<file path="config.mk">
export PLATFORM = sky130hd
export DESIGN_NAME = muldiv_unit
export DESIGN_NICKNAME = d
export VERILOG_FILES = /design/src/rtl/muldiv_pkg.sv /design/src/rtl/mul_radix4.sv /design/src/rtl/div_restoring.sv /design/src/rtl/muldiv_unit.sv
export SDC_FILE = /design/constraint.sdc
export NUM_CORES = 2
export LEC_CHECK = 0
export BUFFER_PORTS_ARGS = -buffer_cell sky130_fd_sc_hd__buf_2
export CAP_MARGIN = 40
export CORE_ASPECT_RATIO = 0.75
export CORE_MARGIN = 10
export CORE_UTILIZATION = 33
export DETAILED_ROUTE_END_ITERATION = 7
export PLACE_DENSITY = 0.53
export REMOVE_ABC_BUFFERS = 1
export SETUP_SLACK_MARGIN = 0.02
export SYNTH_ARGS = -nofsm -noshare
export SYNTH_HDL_FRONTEND = slang
export SYNTH_SLANG_ARGS = --single-unit
</file>
<file path="constraint.sdc">
create_clock -name clk -period 6.3 [get_ports clk]
set_input_delay 0.63 -clock clk [delete_from_list [all_inputs] [get_ports clk]]
set_output_delay 0.63 -clock clk [all_outputs]
set_load 0.03 [all_outputs]
</file>
<file path="src/rtl/muldiv_pkg.sv">
package muldiv_pkg;
  typedef enum logic [1:0] {
    OP_MULS = 2'b00,
    OP_MULU = 2'b01,
    OP_DIVS = 2'b10,
    OP_DIVU = 2'b11
  } md_op_e;

  typedef enum logic [1:0] {
    ST_IDLE = 2'd0,
    ST_PREP = 2'd1,
    ST_RUN  = 2'd2
  } md_state_e;
endpackage

</file>
<file path="src/rtl/mul_radix4.sv">
module mul_radix4 #(
  parameter int W = 32
) (
  input  logic           clk,
  input  logic           rst,
  input  logic           load,
  input  logic           sgn,
  input  logic [W-1:0]   mcand,
  input  logic [W-1:0]   mplr,
  output logic           done,
  output logic [2*W-1:0] prod
);
  localparam int ITER = W / 2;
  localparam int CW   = $clog2(ITER + 1);
  localparam int PW   = 2 * W;

  logic [PW-1:0] acc, m1, m3, addend;
  logic [W-1:0]  mr;
  logic          prev, run, sgn_q;
  logic [CW-1:0] cnt;

  // Digit selection: plain radix-4 multiples or Booth-recoded digits
  always_comb begin
    addend = '0;
    if (sgn_q) begin
      case ({mr[1:0], prev})
        3'b001, 3'b010: addend = m1;
        3'b011:         addend = m1 << 1;
        3'b100:         addend = -(m1 << 1);
        3'b101, 3'b110: addend = -m1;
        default:        addend = '0;
      endcase
    end else begin
      case (mr[1:0])
        2'b01:   addend = m1;
        2'b10:   addend = m1 << 1;
        2'b11:   addend = m3;
        default: addend = '0;
      endcase
    end
  end

  always_ff @(posedge clk) begin
    if (rst) begin
      acc <= '0; m1 <= '0; m3 <= '0; mr <= '0;
      prev <= 1'b0; run <= 1'b0; done <= 1'b0; sgn_q <= 1'b0; cnt <= '0;
    end else if (load) begin
      acc   <= '0;
      m1    <= sgn ? {{W{mcand[W-1]}}, mcand} : {{W{1'b0}}, mcand};
      m3    <= sgn ? ({{W{mcand[W-1]}}, mcand} + {{(W-1){mcand[W-1]}}, mcand, 1'b0})
                   : ({{W{1'b0}}, mcand} + {{(W-1){1'b0}}, mcand, 1'b0});
      mr    <= mplr;
      prev  <= 1'b0;
      sgn_q <= sgn;
      cnt   <= '0;
      run   <= 1'b1;
      done  <= 1'b0;
    end else if (run) begin
      acc  <= acc + addend;
      m1   <= m1 << 2;
      m3   <= m3 << 2;
      prev <= mr[1];
      mr   <= mr >> 2;
      cnt  <= cnt + 1'b1;
      if (cnt == CW'(ITER - 1)) begin
        run  <= 1'b0;
        done <= 1'b1;
      end
    end else begin
      done <= 1'b0;
    end
  end

  assign prod = acc;

  AST_MUL_CNT_RANGE: assert property (@(posedge clk) disable iff (rst)
    run |-> (cnt < CW'(ITER)));
  AST_MUL_DONE_PULSE: assert property (@(posedge clk) disable iff (rst)
    done |=> !done);
endmodule

</file>
<file path="src/rtl/div_restoring.sv">
module div_restoring #(
  parameter int W = 32
) (
  input  logic         clk,
  input  logic         rst,
  input  logic         load,
  input  logic [W-1:0] dividend,
  input  logic [W-1:0] divisor,
  output logic         done,
  output logic [W-1:0] quo,
  output logic [W-1:0] rem
);
  localparam int CW = $clog2(W + 1);

  logic [W-1:0]  dvs;
  logic [W:0]    shifted, diff;
  logic          ge, run;
  logic [CW-1:0] cnt;

  assign shifted = {rem, quo[W-1]};
  assign diff    = shifted - {1'b0, dvs};
  // Remainder stays below the divisor, so the top bit of the difference is the borrow
  assign ge      = ~diff[W];

  always_ff @(posedge clk) begin
    if (rst) begin
      dvs <= '0; quo <= '0; rem <= '0; run <= 1'b0; done <= 1'b0; cnt <= '0;
    end else if (load) begin
      dvs  <= divisor;
      quo  <= dividend;
      rem  <= '0;
      cnt  <= '0;
      run  <= 1'b1;
      done <= 1'b0;
    end else if (run) begin
      rem <= ge ? diff[W-1:0] : shifted[W-1:0];
      quo <= {quo[W-2:0], ge};
      cnt <= cnt + 1'b1;
      if (cnt == CW'(W - 1)) begin
        run  <= 1'b0;
        done <= 1'b1;
      end
    end else begin
      done <= 1'b0;
    end
  end

  AST_DIV_REM_BOUND: assert property (@(posedge clk) disable iff (rst)
    done |-> ((dvs == '0) || (rem < dvs)));
  AST_DIV_CNT_RANGE: assert property (@(posedge clk) disable iff (rst)
    run |-> (cnt < CW'(W)));
endmodule

</file>
<file path="src/rtl/muldiv_unit.sv">
module muldiv_unit
  import muldiv_pkg::*;
#(
  parameter int W = 32
) (
  input  logic         clk,
  input  logic         rst,
  input  logic         start,
  input  logic [1:0]   op,
  input  logic [W-1:0] opa,
  input  logic [W-1:0] opb,
  output logic         busy,
  output logic         ready,
  output logic [W-1:0] hi,
  output logic [W-1:0] lo
);
  md_state_e     st;
  md_op_e        op_q;
  logic [W-1:0]  a_q, b_q;
  logic          is_div, is_sgn, a_neg, b_neg;
  logic [W-1:0]  a_mag, b_mag;
  logic          mul_load, div_load, mul_done, div_done, core_done;
  logic [2*W-1:0] prod;
  logic [W-1:0]  quo, rem, q_fix, r_fix;

  assign is_div = op_q[1];
  assign is_sgn = ~op_q[0];
  assign a_neg  = is_sgn & a_q[W-1];
  assign b_neg  = is_sgn & b_q[W-1];
  assign a_mag  = a_neg ? -a_q : a_q;
  assign b_mag  = b_neg ? -b_q : b_q;

  assign mul_load = (st == ST_PREP) & ~is_div;
  assign div_load = (st == ST_PREP) & is_div;

  mul_radix4 #(.W(W)) mul_i (
    .clk(clk), .rst(rst), .load(mul_load), .sgn(is_sgn),
    .mcand(a_q), .mplr(b_q), .done(mul_done), .prod(prod)
  );

  div_restoring #(.W(W)) div_i (
    .clk(clk), .rst(rst), .load(div_load),
    .dividend(a_mag), .divisor(b_mag), .done(div_done), .quo(quo), .rem(rem)
  );

  assign core_done = is_div ? div_done : mul_done;
  assign q_fix     = (a_neg ^ b_neg) ? -quo : quo;
  assign r_fix     = a_neg ? -rem : rem;

  always_ff @(posedge clk) begin
    if (rst) begin
      st <= ST_IDLE; op_q <= OP_MULS; a_q <= '0; b_q <= '0;
      busy <= 1'b0; ready <= 1'b0; hi <= '0; lo <= '0;
    end else begin
      case (st)
        ST_IDLE: if (start) begin
          op_q  <= md_op_e'(op);
          a_q   <= opa;
          b_q   <= opb;
          busy  <= 1'b1;
          ready <= 1'b0;
          st    <= ST_PREP;
        end
        ST_PREP: st <= ST_RUN;
        ST_RUN: if (core_done) begin
          if (is_div) begin
            hi <= r_fix;
            lo <= q_fix;
          end else begin
            hi <= prod[2*W-1:W];
            lo <= prod[W-1:0];
          end
          busy  <= 1'b0;
          ready <= 1'b1;
          st    <= ST_IDLE;
        end
        default: st <= ST_IDLE;
      endcase
    end
  end

  AST_READY_EXCLUSIVE: assert property (@(posedge clk) disable iff (rst)
    !(ready && busy));
  AST_ACCEPT_BUSY: assert property (@(posedge clk) disable iff (rst)
    (st == ST_IDLE && start) |=> (busy && !ready));
  AST_READY_ON_FINISH: assert property (@(posedge clk) disable iff (rst)
    $rose(ready) |-> $fell(busy));
  AST_START_IGNORED: assert property (@(posedge clk) disable iff (rst)
    (busy && start) |=> ($stable(a_q) && $stable(b_q) && $stable(op_q)));
  AST_RESULT_HOLD: assert property (@(posedge clk) disable iff (rst)
    !busy |=> ($stable(hi) && $stable(lo)));
endmodule

</file>
**Word-level counts from Yosys, hierarchy flattened**

Cells that the tools add are included.
W data, S select, Z words.

- Flip-flop bits (word level): 471
- Input port bits: 69
- Word-level logic and storage cells: 110

- Add/subtract/negate cells: 12
- Equality and inequality tests: 15
- Mux-type cells: 36
- Bitwise gates (word level): 10
- Reduce and logical (&&, ||, !) cells: 14

Operators by type and width:

| kind | number |
|---|---|
| $mux W64 | 7 |
| $mux W32 | 11 |
| $pmux W64 S4 | 1 |
| $pmux W64 S3 | 1 |
| $neg A32 Y32 | 4 |
| $neg A64 Y64 | 2 |
| $add A32 B33 Y34 | 2 |
| $add A64 B64 Y64 | 1 |
| $sub A33 B32 Y33 | 1 |
| $mux W1 | 11 |
| $eq A3 B3 Y1 const B | 3 |
| $reduce_or A2 Y1 | 4 |
| $add A6 B1 Y6 const B | 1 |
| $eq A2 B2 Y1 const B | 3 |
| $eq A3 B2 Y1 const B | 2 |
| $eq A6 B5 Y1 const B | 1 |
| $pmux W2 S3 | 1 |
| $reduce_and A2 Y1 | 3 |
| $reduce_bool A2 Y1 | 3 |
| $reduce_or A3 Y1 | 2 |
| $add A5 B1 Y5 const B | 1 |
| $eq A5 B4 Y1 const B | 1 |
| $not A1 Y1 | 5 |
| $and A1 B1 Y1 | 4 |
| 8 further kinds | 12 |

**Longest topological paths before layout**

- Depth after elaboration: 5
- Mapped depth: 27
- Depth with buffers taken out: 26

**Cells and area by module**

A second synthesis with hierarchy kept.

- Cells, all modules: 4540
- Area total of the unflattened synthesis: 34176.5 µm²

By module, submodules not included:

| module | times used | cells an instance | area an instance (µm²) | seq. area each (µm²) |
|---|---|---|---|---|
| mul_radix4 | 1 | 2714 | 19896.6 | 4644.5 |
| muldiv_unit | 1 | 1080 | 8091.5 | 2682.6 |
| div_restoring | 1 | 746 | 6188.4 | 2082.0 |

**Worst setup path after synthesis**

OpenSTA, ideal clock, no wires.

- Path kind: register -> register
- Start: register mul_i.m1[7]
- End: register mul_i.acc[63] (netlist: mul_i.prod[63])
- Arrival time: 5.880 ns
- Path slack: 0.294 ns
- Stages on the path, launching flop included: 24
- Path buffers: 3
- Period minus slack after synthesis: 6.006 ns
- Cell sequence: dfxtp_1 > buf_6 > or4_4 > or4_4 > or2_1 > buf_6 > nor4_1 > mux2i_1 > o221a_2 > o32ai_1 > ha_1 > clkbuf_1 > nand4_1 > or3_1 > a211oi_1 > o311ai_0 > a2111oi_0 > o21ai_0 > and3b_1 > o31a_1 > o2111ai_1 > o31ai_1 > o21ai_0 > o31ai_1

- Word-level cells in the longest chain between the ends: 4
- Elaborated cells between the ends (all ways): 6

Ends and longest elaborated chain:

| what | line | source |
|---|---|---|
| start, declared | mul_radix4.sv:17 | `logic [PW-1:0] acc, m1, m3, addend;` |
| start signal, assigned | mul_radix4.sv:49 | `m1 <= sgn ? {{W{mcand[W-1]}}, mcand} : {{W{1'b0}}, mcand};` |
| start signal, assigned | mul_radix4.sv:60 | `m1 <= m1 << 2;` |
| $neg A64 Y64 (on tied branches) | mul_radix4.sv:30, mul_radix4.sv:29 |  |
| $pmux W64 S4 | mul_radix4.sv:26 | `case ({mr[1:0], prev})` |
| $mux W64 (*) | mul_radix4.sv:25 | `if (sgn_q) begin` |
| $add A64 B64 Y64 (*) | mul_radix4.sv:59 | `acc <= acc + addend;` |
| end signal, assigned | mul_radix4.sv:59 |  |
| end, declared | mul_radix4.sv:17 |  |

Every way passes the cells marked *; elsewhere a longest branch is shown, timed or not.
A chain may end at the register's enable or synchronous reset.

**Worst setup path after layout**

- Start: register mul_i.m1[7]
- End: register mul_i.acc[60] (netlist: mul_i.prod[60])

Same word-level chain as after synthesis.

==> PnR_summary.wiki <==
{| class="wikitable"
! Metric !! Value
|-
| Number of levels in the clock H-tree || 2
|-
| Cts-stage hold buffer count || 0
|-
| Placement Rows || 100
|-
| Overall die area || 0.114 mm^2
|-
| Final clock period utilization by the worst path || 95.4%
|-
| Fraction of post-synthesis cell area in the top cell type by area || 28.2%
|-
| Worst min-delay path class || primary input to flop
|-
| Buffer cell driving the clock tree root || sky130_fd_sc_hd__clkbuf_16
|-
| Post-synth ARST share || 0%
|-
| Average wire length per cell after detail routing || 19.6 um
|-
| Largest driver fanout on the critical path || 4
|-
| Clock-pin slew on the worst setup and hold paths || 60 ps
|-
| Crit Path Class || flop to flop
|-
| Die X || 387 um
|-
| Cell with the biggest individual delay on the critical path || sky130_fd_sc_hd__or4_4
|-
| Synthesized-area fraction occupied by adder cells || 6.37%
|-
| Synth Cell Area || 0.0334 mm^2
|-
| Count of buffering cells on the critical path with inverters included || 4
|-
| Fillcell total || 10500
|-
| Clock Sinks || 470
|-
| Number of nets in the finished design || 4561
|-
| Area growth syn-to-layout || 13.2%
|-
| First-pass detailed-route iteration total || 8
|-
| EDFF count, synth || 0
|-
| Fraction of power consumed by combinational cells || 24.9%
|-
| Unrepaired setup endpoints after global routing || true
|-
| Area occupied by multi-input gates || 0.0223 mm^2
|-
| Yosys cell types || 83
|-
| Sw Ratio || 33.3%
|-
| Setup crit end kind || flop
|-
| Post-Synth Simple-Gate Area || 16.9%
|-
| Hold Violations, Final || 0
|-
| Final critical-path setup slack || 293 ps
|-
| Skew final || 59.0 ps
|-
| Part of the power in the clock network || 38.3%
|-
| Transition time at the pin with the least slew margin || 1180 ps
|-
| Status || finished clean
|-
| Count of boundary I/O pins || 135
|-
| Xor/xnor cell area share of the yosys netlist || 8.01%
|-
| Pwr/cell area || 238 mW/mm^2
|-
| Fraction of layout cells with a size suffix above 1 || 11.1%
|-
| Biggest area consumer among synthesized cells || sky130_fd_sc_hd__dfxtp_1
|-
| Flip-flop and latch count after synthesis || 470
|-
| Final Max Tran Viols || 0
|-
| Drc violations || 0
|-
| Gate family responsible for the most delay along the worst path || simple AND/OR/NAND/NOR gates
|-
| Global routing usage summed across all routing layers || 18.5%
|-
| Initial DRC Count || 2730
|-
| HPWL Detailed || 80.5 mm
|-
| Sequential element share of the synthesized area || 28.2%
|-
| Final RePlAce weighted congestion || 0.949
|-
| Crit path required time || 6800 ps
|-
| Diode insertion count for antenna repair || 0
|-
| Largest cells by area after synthesis || sky130_fd_sc_hd__dfxtp_1 28%, sky130_fd_sc_hd__mux2i_1 9.8%, sky130_fd_sc_hd__a21oi_1 7.2%
|-
| Fmax achieved || 0.166 GHz
|-
| Leftover overflow at the end of global routing || 0
|-
| Vias in the first global route || 29100
|-
| Number of warnings reported in the yosys synthesis log || 0
|-
| Vias per inst || 5.47
|-
| Antenna violations before repair || 3
|-
| Buffer depth of the longest clock path || 3
|-
| Critical path data arrival time || 6510 ps
|-
| Setup Slack @ Placement || 73.6 ps
|-
| Cells after Synth || 4326
|-
| Non-Filler Instances || 5693
|-
| Num CTS Buffers || 54
|-
| Number of vias in the routed layout || 31100
|-
| VDD IR-drop max || 0.223 mV
|-
| Sequential cell area || 0.00943 mm^2
|-
| Most used flip-flop cell after synthesis || sky130_fd_sc_hd__dfxtp_1
|-
| Most prevalent standard cell on the critical path || sky130_fd_sc_hd__buf_4
|-
| First-pass GRT wire length || 173 mm
|-
| Core Area || 0.0997 mm^2
|-
| Total wire length after detailed routing || 111 mm
|-
| Final setup vio count || 0
|-
| Switching power total || 0.00299 W
|-
| Multiplexer area fraction after synthesis || 10.1%
|-
| Lkg Pwr || 14.4 nW
|-
| Mean Syn Cell Area || 7.71 um^2
|-
| Number of buffer cells added on primary ports || 134
|-
| Cell total after placement || 5590
|-
| Clock tree from TritonCTS || built
|-
| Skew-Pair Late Insertion Delay || 680 ps
|-
| Antenna-violating nets left || 0
|-
| Sequential share of power || 36.8%
|-
| Headroom to the max-slew limit || 21.6%
|-
| Kind of start point of the critical path || flop
|-
| Die Y || 295 um
|-
| Largest net degree at the start of global routing || 181
|-
| Delay of the slowest cell on the worst path || 580 ps
|-
| Time the final worst path needs with I/O delays and setup || 6010 ps
|-
| Max Cap Violations || 0
|-
| Largest family of logic cells by synthesized area || compound AO/OA/AOI/OAI gates
|-
| Compound-Gate Fraction of Synth Area || 24.7%
|-
| Starting density of the core || 33.5%
|-
| Internal power || 0.00600 W
|}
[worst paths after layout]
kind | from | to | slack, ps | cells past startpoint
worst max-delay path | mul_i.m1[7]$_SDFFE_PP0P_ | mul_i.prod[60]$_SDFFE_PP0P_ | 290 | 27
worst min-delay path | op[0] | op_q[0]$_SDFFE_PP0P_ | 180 | 3
worst max register to register | mul_i.m1[7]$_SDFFE_PP0P_ | mul_i.prod[60]$_SDFFE_PP0P_ | 290 | 27
worst min register to register | ready$_SDFFE_PP0P_ | ready$_SDFFE_PP0P_ | 450 | 2
[logic make-up (layout without fill, tap and decap cells)]
| group | Yosys count | after routing |
|---|---|---|
| compound gates | 1317 | 1317 |
| simple gates | 1256 | 1256 |
| buf+inv | 474 | 515 |
| flops | 470 | 470 |
| mux | 336 | 336 |
| xor+xnor | 305 | 305 |
| fa+ha+maj | 168 | 168 |
[metal layers]
| metal | track usage, % | wire, um |
|---|---|---|
| met4 | 3.78 | 2110 |
| met2 | 28.0 | 46900 |
| met3 | 2.68 | 6340 |
| met5 | 0 | 0 |
| met1 | 27.5 | 56000 |
[placed cells by master, fill, tap and decap left out, drive strengths merged, types with 23 or more instances in the layout]
cell	netlist	routed
a21oi	481	481
or3	47	47
nand2b	26	26
a221oi	33	33
nor2	550	550
a31oi	60	60
a21o	72	72
nand3	41	41
buf	70	308
xor2	126	126
inv	107	109
mux2i	327	327
nor4	25	25
clkbuf	294	73
nand2	352	352
o21a	23	23
nor3	42	42
a311oi	24	24
dfxtp	470	470
o21ai	209	209
nand4	29	29
o22ai	61	61
a211oi	200	200
ha	165	165
xnor2	179	179
and3	23	23
nor2b	29	29
[stage by stage]
step	utilization [%]	total power [W]	area [um^2]	setup TNS, ps	hold WS, ps
CTS	37.7	0.00906	37600	0	136
global route	37.9	0.00946	37800	0	165
finish	37.9	0.00899	37800	0	185
global placement	35.7	0.00555	35600	-263	440
floorplan	-	0.00493	31900	-554280	426
detailed placement	35.8	0.00556	35700	0	446
[synth_stat cells, drive strengths merged (60+ instances only)]
cell / n
o21ai: 209
nor2: 550
a31oi: 60
ha: 165
nand2: 352
o22ai: 61
inv: 107
clkbuf: 294
buf: 70
mux2i: 327
dfxtp: 470
a21o: 72
a21oi: 481
xor2: 126
a211oi: 200
xnor2: 179
[worst reg2reg max path, delay by kind of cell (launching register included)]
| kind | cells | cell delay [ps] |
|---|---|---|
| flip-flops | 1 | 310 |
| XOR/XNOR | 2 | 180 |
| AO/OA/AOI/OAI | 11 | 2110 |
| adder cells (fa/ha/maj) | 1 | 370 |
| AND/OR/NAND/NOR | 9 | 2320 |
| buffers and inverters | 4 | 560 |
[power groups by stage]
stage	Combinational (W)	Sequential [W]	Clock (W)
6_report	0.00223	0.00331	0.00345
4_1_cts	0.00220	0.00331	0.00355
3_3_place_gp	0.00218	0.00337	0
2_1_floorplan	0.00153	0.00341	0
5_1_grt	0.00246	0.00333	0.00367
3_5_place_dp	0.00219	0.00337	0
[sequential cells by signal (all words and copies together) (netlist names), 2 cells and up]
signal / count
st: 2
div_i.quo: 32
b_q: 32
mul_i.m3: 64
mul_i.m1: 63
hi: 32
op_q: 2
div_i.dvs: 32
lo: 32
mul_i.cnt: 5
mul_i.mr: 32
div_i.rem: 32
div_i.cnt: 6
mul_i.prod: 64
a_q: 32
[area by class of cell]
cell class                      instances  share of cell area (%)
Tap cell                             1326                    4.39
Multi-Input combinational cell       3382                    59.0
Clock buffer                           73                    4.03
Clock inverter                         26                    1.06
Inverter                              107                    1.06
Timing Repair Buffer                  309                    5.54
Sequential cell                       470                    25.0
[timing repair]
| item | 4_1_cts | 5_1_grt |
|---|---|---|
| buffers inserted | 0 | 4 |
| resized for setup | 0 | 39 |
| endpoints found under the hold margin | 0 | 0 |
| setup endpoints to repair | 0 | 14 |
Note: power is estimated with default switching activity, not from simulation.
